--- src/rtl/operand_bypass.sv ---
module operand_bypass #(
  parameter int DATA_W = 32,
  parameter int IDX_W  = 5
) (
  input  logic [IDX_W-1:0]  rs_idx,
  input  logic [IDX_W-1:0]  rt_idx,
  input  logic [DATA_W-1:0] rs_rf,
  input  logic [DATA_W-1:0] rt_rf,
  input  logic [IDX_W-1:0]  mem_dst,
  input  logic [DATA_W-1:0] mem_val,
  input  logic              mem_we,
  input  logic [IDX_W-1:0]  wb_dst,
  input  logic [DATA_W-1:0] wb_val,
  input  logic              wb_we,
  output logic [DATA_W-1:0] rs_out,
  output logic [DATA_W-1:0] rt_out,
  output logic [1:0]        rs_sel,
  output logic [1:0]        rt_sel
);
  localparam logic [1:0] SRC_RF  = 2'b00;
  localparam logic [1:0] SRC_MEM = 2'b01;
  localparam logic [1:0] SRC_WB  = 2'b10;

  logic [IDX_W-1:0]  idx [2];
  logic [DATA_W-1:0] rf  [2];
  logic [DATA_W-1:0] val [2];
  logic [1:0]        sel [2];

  assign idx[0] = rs_idx;
  assign idx[1] = rt_idx;
  assign rf[0]  = rs_rf;
  assign rf[1]  = rt_rf;

  for (genvar g = 0; g < 2; g++) begin : g_op
    logic live, hit_mem, hit_wb;
    assign live    = |idx[g];
    assign hit_mem = live && mem_we && (mem_dst == idx[g]);
    assign hit_wb  = live && wb_we  && (wb_dst  == idx[g]);
    assign sel[g]  = hit_mem ? SRC_MEM : (hit_wb ? SRC_WB : SRC_RF);
    always_comb begin
      unique case (sel[g])
        SRC_MEM: val[g] = mem_val;
        SRC_WB:  val[g] = wb_val;
        default: val[g] = rf[g];
      endcase
    end
  end

  assign rs_out = val[0];
  assign rt_out = val[1];
  assign rs_sel = sel[0];
  assign rt_sel = sel[1];
endmodule

--- config.mk ---
export PLATFORM = sky130hd
export DESIGN_NAME = operand_bypass
export DESIGN_NICKNAME = d
export VERILOG_FILES = /design/src/rtl/operand_bypass.sv
export SDC_FILE = /design/constraint.sdc
export NUM_CORES = 1
export LEC_CHECK = 0
export ABC_AREA = 1
export BUFFER_PORTS_ARGS = -buffer_cell sky130_fd_sc_hd__buf_2
export CORE_AREA = 2 2 84 86
export DETAILED_ROUTE_END_ITERATION = 6
export DIE_AREA = 0 0 86 88
export GPL_ROUTABILITY_DRIVEN = 1
export PLACE_DENSITY_LB_ADDON = 0.2
export SLEW_MARGIN = 25
export SYNTH_ARGS = -nofsm -noshare
export SYNTH_HDL_FRONTEND = slang
export SYNTH_SLANG_ARGS = --single-unit
export TNS_END_PERCENT = 50
--- constraint.sdc ---
create_clock -name vclk -period 1.3
set_clock_uncertainty 0.1 [all_clocks]
set_input_delay 0.065 -clock vclk [all_inputs]
set_output_delay 0.065 -clock vclk [all_outputs]
set_load 0.005 [all_outputs]
==> key figures, run 1 <==
Power
  • Reg power frac: 0
  • NetSw: 0.000602 W
  • Pwr per Cell Area: 260 nW/um^2
  • Internal cell power: 0.000614 W
  • Max rail drop VDD: 0.198 mV
  • Power consumption: 0.00122 W
  • Leak Pwr: 2.53 nW
  • Part of the power in the clock network: 0
  • Sw Ratio: 0.495
  • Combinational share of power: 1.000

Worst setup path
  • Critical Path Max Stage Delay: 0.15 ns
  • Critical path capture point type: output port
  • Critical path arrival: 1.27 ns
  • Most frequent CP cell: sky130_fd_sc_hd__nand2_2
  • Worst setup SP type: primary input
  • Buf/Inv on CP: 5
  • Crit-path leading delay family: simple AND/OR/NAND/NOR gates
  • CP Class: in -> out
  • CP max-delay cell: sky130_fd_sc_hd__nor2_4
  • Crit Path Max Fanout: 6
  • Worst path required time: 1.13 ns
  • Cell chain of the critical path: buf_8 > inv_4 > nand2_2 > nand2_2 > nor2_4 > nand2_2 > nor2_4 > buf_12 > buf_12 > nand3_1 > nand3_1 > buf_2

Die
  • Die outline area: 7570 um^2
  • Number of top-level pins: 218
  • Starting utilization of the core area: 0.337
  • Floorplan die height: 88 um
  • Chip Width: 86 um
  • Placeable core area: 6640 um^2
  • Site row count: 30

Route
  • DRC viols: 0
  • Starting DRC count in detailed routing: 182
  • Number of detailed-route iterations in the first pass: 5
  • Routed wire length: 12500 um
  • Antenna Nets Post-Route: 0
  • Number of vias in the routed layout: 3979
  • Routed len/inst: 17.4 um
  • Avg Vias per Cell: 5.52

STA
  • Fin crit period: 1.44 ns
  • Max-slew violation count: 0
  • Setup repair after global routing missed its margin: true
  • Actual transition at the worst max-transition pin: 0.211 ns
  • Smallest hold slack: 0.314 ns
  • Final Cycle Share: 1.10
  • Count of final setup violators: 65
  • Slew headroom: 0.859
  • Final hold violation count: 0
  • Highest achievable clock rate: 696 MHz
  • Worst setup slack after layout: -0.136 ns

Yosys
  • Largest cells by area after synthesis: sky130_fd_sc_hd__nand3_1 (37%), sky130_fd_sc_hd__nand2_1 (21%), sky130_fd_sc_hd__nand3_2 (15%)
  • Most frequent cells after synthesis: sky130_fd_sc_hd__nand3_1 (165), sky130_fd_sc_hd__nand2_1 (127), sky130_fd_sc_hd__nand3_2 (33)
  • Synthesized-area fraction occupied by ao, oa, aoi and oai cells: 0.00615
  • Simple-Gate Fraction of Synth Area: 0.793
  • Synthesized instance count: 418
  • Number of warnings reported in the yosys synthesis log: 0
  • Synthesized cell area: 2240 um^2
  • Avg Inst Size Synth: 5.35 um^2
  • Most frequently used cell type in the post-synthesis netlist: sky130_fd_sc_hd__nand3_1
  • Post-synthesis share of cell area spent on full adders, half adders and majority gates: 0
  • Area share of the largest cell type after synthesis: 0.369
  • Combinational family with the most area after synthesis: simple AND/OR/NAND/NOR gates
  • Count of unique library cells instantiated by Yosys: 20
  • Area leader, netlist: sky130_fd_sc_hd__nand3_1
  • Share of cell area taken by muxes after synthesis: 0
  • Area share of xor/xnor cells in the synthesized design: 0.00783
  • Synthesized net count: 568
  • Sequential fraction of the synthesis area: 0

Flow run
  • Number of maximum-capacitance violations: 0

Final layout
  • Layout sequential cell count: 0
  • Share of layout cells above drive strength 1: 0.705
  • Clk_buf instances: 0
  • Area delta synth->final: 109%
  • Total Nets Final: 792
  • FF+latch area: 0 um^2

GRT
  • Via count of the first global-routing pass: 3576
  • Antenna violations before repair: 1
  • Total routing usage reported by global routing: 0.247
  • Overflow after GRT: 0
  • Wire length of the first global-routing pass: 15600 um
  • Maximum number of pins on one net before global-route repair: 35

Placed design
  • Routability-driven placement congestion ratio: 0.876
  • Placed wire-length estimate: 7680 um
  • IO Port Bufs: 218
  • Worst setup timing slack at the placement stage: -0.182 ns

Hold path
  • Worst min-delay path category: in -> out

Status
  • Status: complete, but fails checks
  • Violated checks: negative setup slack
## worst paths after layout
| kind | slack [ns] | end | from | depth (start not counted) |
|---|---|---|---|---|
| worst max-delay path | -0.14 | rs_out[3] | rs_idx[3] | 12 |
| worst min-delay path | 0.31 | rs_out[10] | mem_val[10] | 4 |
## cell families (layout without fill, tap and decap cells)
kind of cell	Yosys count	count (layout)
buf+inv	65	287
xor+xnor	2	2
compound gates	2	2
simple gates	349	349
other cells	0	1
## cell usage in the layout, fill, tap and decap left out, types with 8 or more instances in the layout
master	n
sky130_fd_sc_hd__buf_2	198
sky130_fd_sc_hd__nand3_1	100
sky130_fd_sc_hd__nand3_2	90
sky130_fd_sc_hd__nand2_1	76
sky130_fd_sc_hd__nand2_2	45
sky130_fd_sc_hd__inv_2	18
sky130_fd_sc_hd__buf_6	18
sky130_fd_sc_hd__buf_12	18
sky130_fd_sc_hd__buf_8	11
sky130_fd_sc_hd__clkbuf_16	10
sky130_fd_sc_hd__nor2_4	9
sky130_fd_sc_hd__nand2_4	9
sky130_fd_sc_hd__nand3_4	8
## metrics by stage
stage	instances	utilization	setup TNS, ns	cell area (um^2)
floorplan	418	-	0	2240
global placement	701	0.515	-6.65	3420
detailed placement	701	0.515	-6.91	3420
CTS	710	0.589	-2.17	3910
global route	721	0.705	-9.48	4680
finish	721	0.705	-4.85	4680
## power by group through the flow
stage / Combinational [W] / Clock (W) / Sequential (W)
4_1_cts: 0.00103 / 0 / 0
3_5_place_dp: 0.000900 / 0 / 0
3_3_place_gp: 0.000892 / 0 / 0
6_report: 0.00122 / 0.000000000103 / 0
5_1_grt: 0.00131 / 0.000000000103 / 0
2_1_floorplan: 0.000400 / 0 / 0
## layer usage
layer,GRT usage,routed length [um]
met2,0.481,6610
met5,0,0
met4,0.0635,229
met3,0.0207,801
met1,0.286,4900
## area by class of cell
class / instances / area (um^2)
Antenna cell: 1 / 2.50
Fill cell: 545 / 1960
Inverter: 31 / 148
Multi-Input combinational cell: 353 / 2450
Tap cell: 80 / 100
Timing Repair Buffer: 256 / 1980
## what timing repair did
item / CTS / global route
buffers inserted: 6 / 2
setup endpoints to repair: 66 / 67
hold buffers: 0 / 0
cloned: 4 / 13
pin swaps: 38 / 60
gates resized for setup: 113 / 130
No activity file was read; power rests on OpenSTA's default activity.
==> run 2: changes to the inputs <==
--- a/config.mk
+++ b/config.mk
@@ -11,7 +11,7 @@
 export DETAILED_ROUTE_END_ITERATION = 6
 export DIE_AREA = 0 0 86 88
 export GPL_ROUTABILITY_DRIVEN = 1
-export PLACE_DENSITY_LB_ADDON = 0.2
+export PLACE_DENSITY = 0.72
 export SLEW_MARGIN = 25
 export SYNTH_ARGS = -nofsm -noshare
 export SYNTH_HDL_FRONTEND = slang
==> run 2 against run 1 <==
The run still ends with negative setup slack left. Global-route usage about the same. Worst setup slack worse by 0.037 ns. Fmax down 2.5%. Critical path depth down 1. Non-clock buffer count up 4. Flip-flop and latch count unchanged. Clock-buffer cell count unchanged. Via count up 4.9%. Final cell count up 0.55%. Largest cell class unchanged. Largest power group unchanged.
==> key figures, run 2 (synthesized netlist as in run 1, its figures left out) <==
GRT
  • Wire length of the first global-routing pass: 15600 um
  • Overflow after GRT: 0
  • Antenna violations before repair: 0
  • Total routing usage reported by global routing: 0.247
  • Via count of the first global-routing pass: 3412
  • Maximum number of pins on one net before global-route repair: 35

Power
  • Max rail drop VDD: 0.184 mV
  • Pwr per Cell Area: 257 nW/um^2
  • Leak Pwr: 2.66 nW

Route
  • DRC viols: 0
  • Number of detailed-route iterations in the first pass: 5
  • Antenna Nets Post-Route: 0
  • Routed wire length: 13400 um
  • Avg Vias per Cell: 5.76
  • Starting DRC count in detailed routing: 293
  • Number of vias in the routed layout: 4173
  • Routed len/inst: 18.5 um

Hold path
  • Worst min-delay path category: in -> out
  • Worst Hold Depth: 4
  • Hold Path Sink: rs_out[11]
  • Source of the worst hold timing path: mem_val[11]

Worst setup path
  • Worst setup SP type: primary input
  • Worst path required time: 1.13 ns
  • CP Class: in -> out
  • Critical path capture point type: output port
  • Critical path arrival: 1.31 ns
  • Crit Path Max Fanout: 6

STA
  • Setup repair after global routing missed its margin: true
  • Count of final setup violators: 66
  • Worst setup slack after layout: -0.173 ns
  • Fin crit period: 1.47 ns
  • Slew headroom: 0.873
  • Highest achievable clock rate: 679 MHz
  • Actual transition at the worst max-transition pin: 0.190 ns
  • Final hold violation count: 0
  • Final Cycle Share: 1.13
  • Max-slew violation count: 0

Final layout
  • Area delta synth->final: 120%
  • Clk_buf instances: 0
  • Most frequent standard cell in the layout excluding fill and tap cells: sky130_fd_sc_hd__buf_2
  • Final cell area excluding filler cells: 4910 um^2
  • Commonest cells after routing, fill and taps aside: sky130_fd_sc_hd__buf_2 (196), sky130_fd_sc_hd__nand3_2 (108), sky130_fd_sc_hd__nand2_1 (97)
  • FF+latch area: 0 um^2
  • Share of layout cells above drive strength 1: 0.705
  • N_diodes: 0
  • Total Nets Final: 797
  • Layout sequential cell count: 0
  • Layout filler cell count: 491

Flow run
  • Number of maximum-capacitance violations: 0

Die
  • Floorplan die height: 88 um
  • Number of top-level pins: 218
  • Site row count: 30
  • Starting utilization of the core area: 0.337
  • Chip Width: 86 um
  • Placeable core area: 6640 um^2
  • Die outline area: 7570 um^2

Placed design
  • Worst setup timing slack at the placement stage: -0.154 ns
  • IO Port Bufs: 218
  • Standard cell area after detailed placement: 3380 um^2
  • Routability-driven placement congestion ratio: 0.914
  • Placed wire-length estimate: 7240 um

Status
  • Violated checks: negative setup slack
  • Status: complete, but fails checks

Clocking
  • Hold_buf cts: 0
run 2: cell types whose count changed in the layout (fill, tap and decap cells not counted), sizes merged:
cell / before / now
buf: 246 / 252
clkbuf: 10 / 8
diode: 1 / 0
inv: 29 / 30
run 2: final cells by class:
class	count	area, um^2	share of cell area
Tap cell	80	100	0.0204
Multi-Input combinational cell	353	2530	0.516
Timing Repair Buffer	260	2090	0.426
Timing Repair inverter	1	11.3	0.00229
Inverter	31	170	0.0346
run 2: where the power goes:
part           switching (W)  total (W)  internal [W]
Clock                      0          0             0
Sequential                 0          0             0
Combinational       0.000633    0.00126      0.000628
Total               0.000633    0.00126      0.000628
run 2: critical path: stages:
cell and delay (ns):
sky130_fd_sc_hd__buf_8 0.11, sky130_fd_sc_hd__nor2_4 0.15, sky130_fd_sc_hd__nand3_2 0.13, sky130_fd_sc_hd__inv_2 0.09
sky130_fd_sc_hd__nor2_4 0.05, sky130_fd_sc_hd__nand2_8 0.08, sky130_fd_sc_hd__buf_12 0.16, sky130_fd_sc_hd__buf_16 0.14
sky130_fd_sc_hd__nand3_2 0.08, sky130_fd_sc_hd__nand3_1 0.12, sky130_fd_sc_hd__buf_2 0.14
run 2: routing by layer:
layer,vias up,global-route usage,share of wire
li1,1868,-,-
met2,307,0.488,0.52
met4,0,0.0433,0.033
met1,1953,0.292,0.36
met3,45,0.0170,0.085
met5,-,0,0
run 2: per-stage QoR:
stage	hold slack, ns	total power [W]	utilization	cells	TNS [ns]
final	0.329	0.00126	0.739	725	-7.88
after global routing	0.352	0.00134	0.739	725	-11.27
after CTS	0.329	0.00102	0.603	714	-4.24
after detailed placement	0.328	0.000894	0.509	698	-7.65
after global placement	0.326	0.000879	0.509	698	-5.98
after floorplan	0.143	0.000400	-	418	0
run 2: timing repair:
item                       CTS  global route
resized for setup           80           166
pin swaps                   15            67
setup endpoints to repair   67            68
setup buffers                6             2
gates cloned                10            10
run 2: worst max path at each step:
stage | startpoint | endpoint | slack (ns) | cells past startpoint
2_1_floorplan | rt_idx[2] | rt_out[21] | 0.25 | 8
3_3_place_gp | rt_idx[1] | rt_out[14] | -0.12 | 11
3_5_place_dp | rt_idx[2] | rt_out[29] | -0.15 | 9
4_1_cts | rt_idx[2] | rt_out[0] | -0.1 | 10
5_1_grt | wb_dst[3] | rt_out[17] | -0.23 | 11
6_report | rt_idx[0] | rt_out[17] | -0.17 | 11
==> run 3: changes to the inputs <==
--- a/config.mk
+++ b/config.mk
@@ -11,7 +11,7 @@
 export DETAILED_ROUTE_END_ITERATION = 6
 export DIE_AREA = 0 0 86 88
 export GPL_ROUTABILITY_DRIVEN = 1
-export PLACE_DENSITY = 0.72
+export PLACE_DENSITY = 0.76
 export SLEW_MARGIN = 25
 export SYNTH_ARGS = -nofsm -noshare
 export SYNTH_HDL_FRONTEND = slang
==> run 3 against run 2 <==
The run still ends with negative setup slack left. Critical path depth down 1. Sequential share of layout area unchanged. Die area stayed put.
==> key figures, run 3 (synthesized netlist as in run 1, its figures left out) <==
Worst setup path
  • Critical Path Max Stage Delay: 0.17 ns
  • Worst setup SP type: primary input
  • Crit-path leading delay family: simple AND/OR/NAND/NOR gates
  • Buf/Inv on CP: 4
  • Crit Path Max Fanout: 7
  • Critical path capture point type: output port
  • Critical path arrival: 1.28 ns
  • Worst path required time: 1.13 ns
  • CP max-delay cell: sky130_fd_sc_hd__xnor2_2
  • CP Class: in -> out
  • Cell chain of the critical path: buf_8 > xnor2_2 > nand2_2 > nor2_4 > nand2_8 > clkinv_8 > clkbuf_16 > nand2_1 > nand3_1 > buf_2

GRT
  • Antenna violations before repair: 0
  • Wire length of the first global-routing pass: 16200 um
  • Via count of the first global-routing pass: 3556
  • Overflow after GRT: 0
  • Maximum number of pins on one net before global-route repair: 43
  • Total routing usage reported by global routing: 0.257

Final layout
  • Final core occ: 0.724
  • Commonest cells after routing, fill and taps aside: sky130_fd_sc_hd__buf_2 (199), sky130_fd_sc_hd__nand3_1 (109), sky130_fd_sc_hd__nand3_2 (85)
  • Total Nets Final: 804
  • Most frequent standard cell in the layout excluding fill and tap cells: sky130_fd_sc_hd__buf_2
  • Area delta synth->final: 115%
  • Share of layout cells above drive strength 1: 0.690
  • FF+latch area: 0 um^2
  • Clk_buf instances: 0
  • Layout sequential cell count: 0
  • N_diodes: 0

STA
  • Max-slew violation count: 0
  • Slew headroom: 0.875
  • Fin crit period: 1.45 ns
  • Highest achievable clock rate: 691 MHz
  • Smallest hold slack: 0.331 ns
  • Count of final setup violators: 65
  • Final Cycle Share: 1.11
  • Actual transition at the worst max-transition pin: 0.188 ns
  • Final hold violation count: 0
  • Worst setup slack after layout: -0.148 ns
  • Setup repair after global routing missed its margin: true

Die
  • Floorplan die height: 88 um
  • Number of top-level pins: 218
  • Placeable core area: 6640 um^2
  • Site row count: 30
  • Chip Width: 86 um
  • Starting utilization of the core area: 0.337
  • Die outline area: 7570 um^2

Route
  • Avg Vias per Cell: 5.75
  • Routed wire length: 13600 um
  • Starting DRC count in detailed routing: 334
  • Number of vias in the routed layout: 4209
  • Number of detailed-route iterations in the first pass: 5
  • Routed len/inst: 18.6 um
  • DRC viols: 0
  • Antenna Nets Post-Route: 0

Hold path
  • Source of the worst hold timing path: mem_val[6]
  • Worst min-delay path category: in -> out
  • Worst Hold Depth: 4
  • Hold Path Sink: rs_out[6]

Placed design
  • IO Port Bufs: 218
  • Placed wire-length estimate: 7430 um
  • Worst setup timing slack at the placement stage: -0.113 ns
  • Routability-driven placement congestion ratio: 0.868

Clocking
  • Hold_buf cts: 0

Status
  • Violated checks: negative setup slack
  • Status: complete, but fails checks

Power
  • Leak Pwr: 2.58 nW
  • Pwr per Cell Area: 262 nW/um^2
  • Max rail drop VDD: 0.210 mV

Flow run
  • Number of maximum-capacitance violations: 0
==> run 3: changes by cell type in the layout (fill, tap and decap cells not counted), sizes merged <==
cell and delta:
clkinv -1, clkbuf +3, buf +5
==> run 3: through the flow <==
step           cells  cell area (um^2)  total power (W)  TNS (ns)
2_1_floorplan    418              2240         0.000400         0
3_3_place_gp     700              3410         0.000879     -2.61
3_5_place_dp     700              3410         0.000894     -3.56
4_1_cts          715              3970          0.00103     -1.89
5_1_grt          732              4810          0.00135    -10.37
6_report         732              4810          0.00126     -5.19
==> run 3: power breakdown <==
| part | internal (W) | switching [W] |
|---|---|---|
| sequential | 0 | 0 |
| clock | 0 | 0 |
| combinational | 0.000638 | 0.000624 |
==> run 3: repair_timing <==
action / 4_1_cts / 5_1_grt
endpoints found under the setup margin: 64 / 67
gates cloned: 8 / 16
resized for setup: 91 / 131
pin swaps: 28 / 14
setup buffers: 7 / 1
==> run 3: metal layers <==
metal,part of all wire,vias to the layer above,wire length [um],track usage
li1,-,1869,-,-
met1,0.35,2005,4740,0.294
met2,0.54,289,7360,0.517
met3,0.082,46,1110,0.0217
met4,0.028,0,377,0.0447
met5,0,-,0,0
==> run 3: worst max-delay path by stage <==
stage / end / slack [ns] / startpoint / cells past startpoint
5_1_grt: rs_out[13] / -0.21 / rs_idx[2] / 9
3_3_place_gp: rs_out[28] / -0.1 / rs_idx[2] / 10
2_1_floorplan: rt_out[21] / 0.25 / rt_idx[2] / 8
3_5_place_dp: rs_out[31] / -0.11 / rs_idx[2] / 10
6_report: rs_out[17] / -0.15 / rs_idx[2] / 10
4_1_cts: rs_out[16] / -0.08 / wb_dst[2] / 10
==> run 3: area by class of cell <==
class              count  area (um^2)
fillers              489         1840
inverters             31          149
multi-input cells    353         2350
well taps             80          100
repair buffers       268         2210
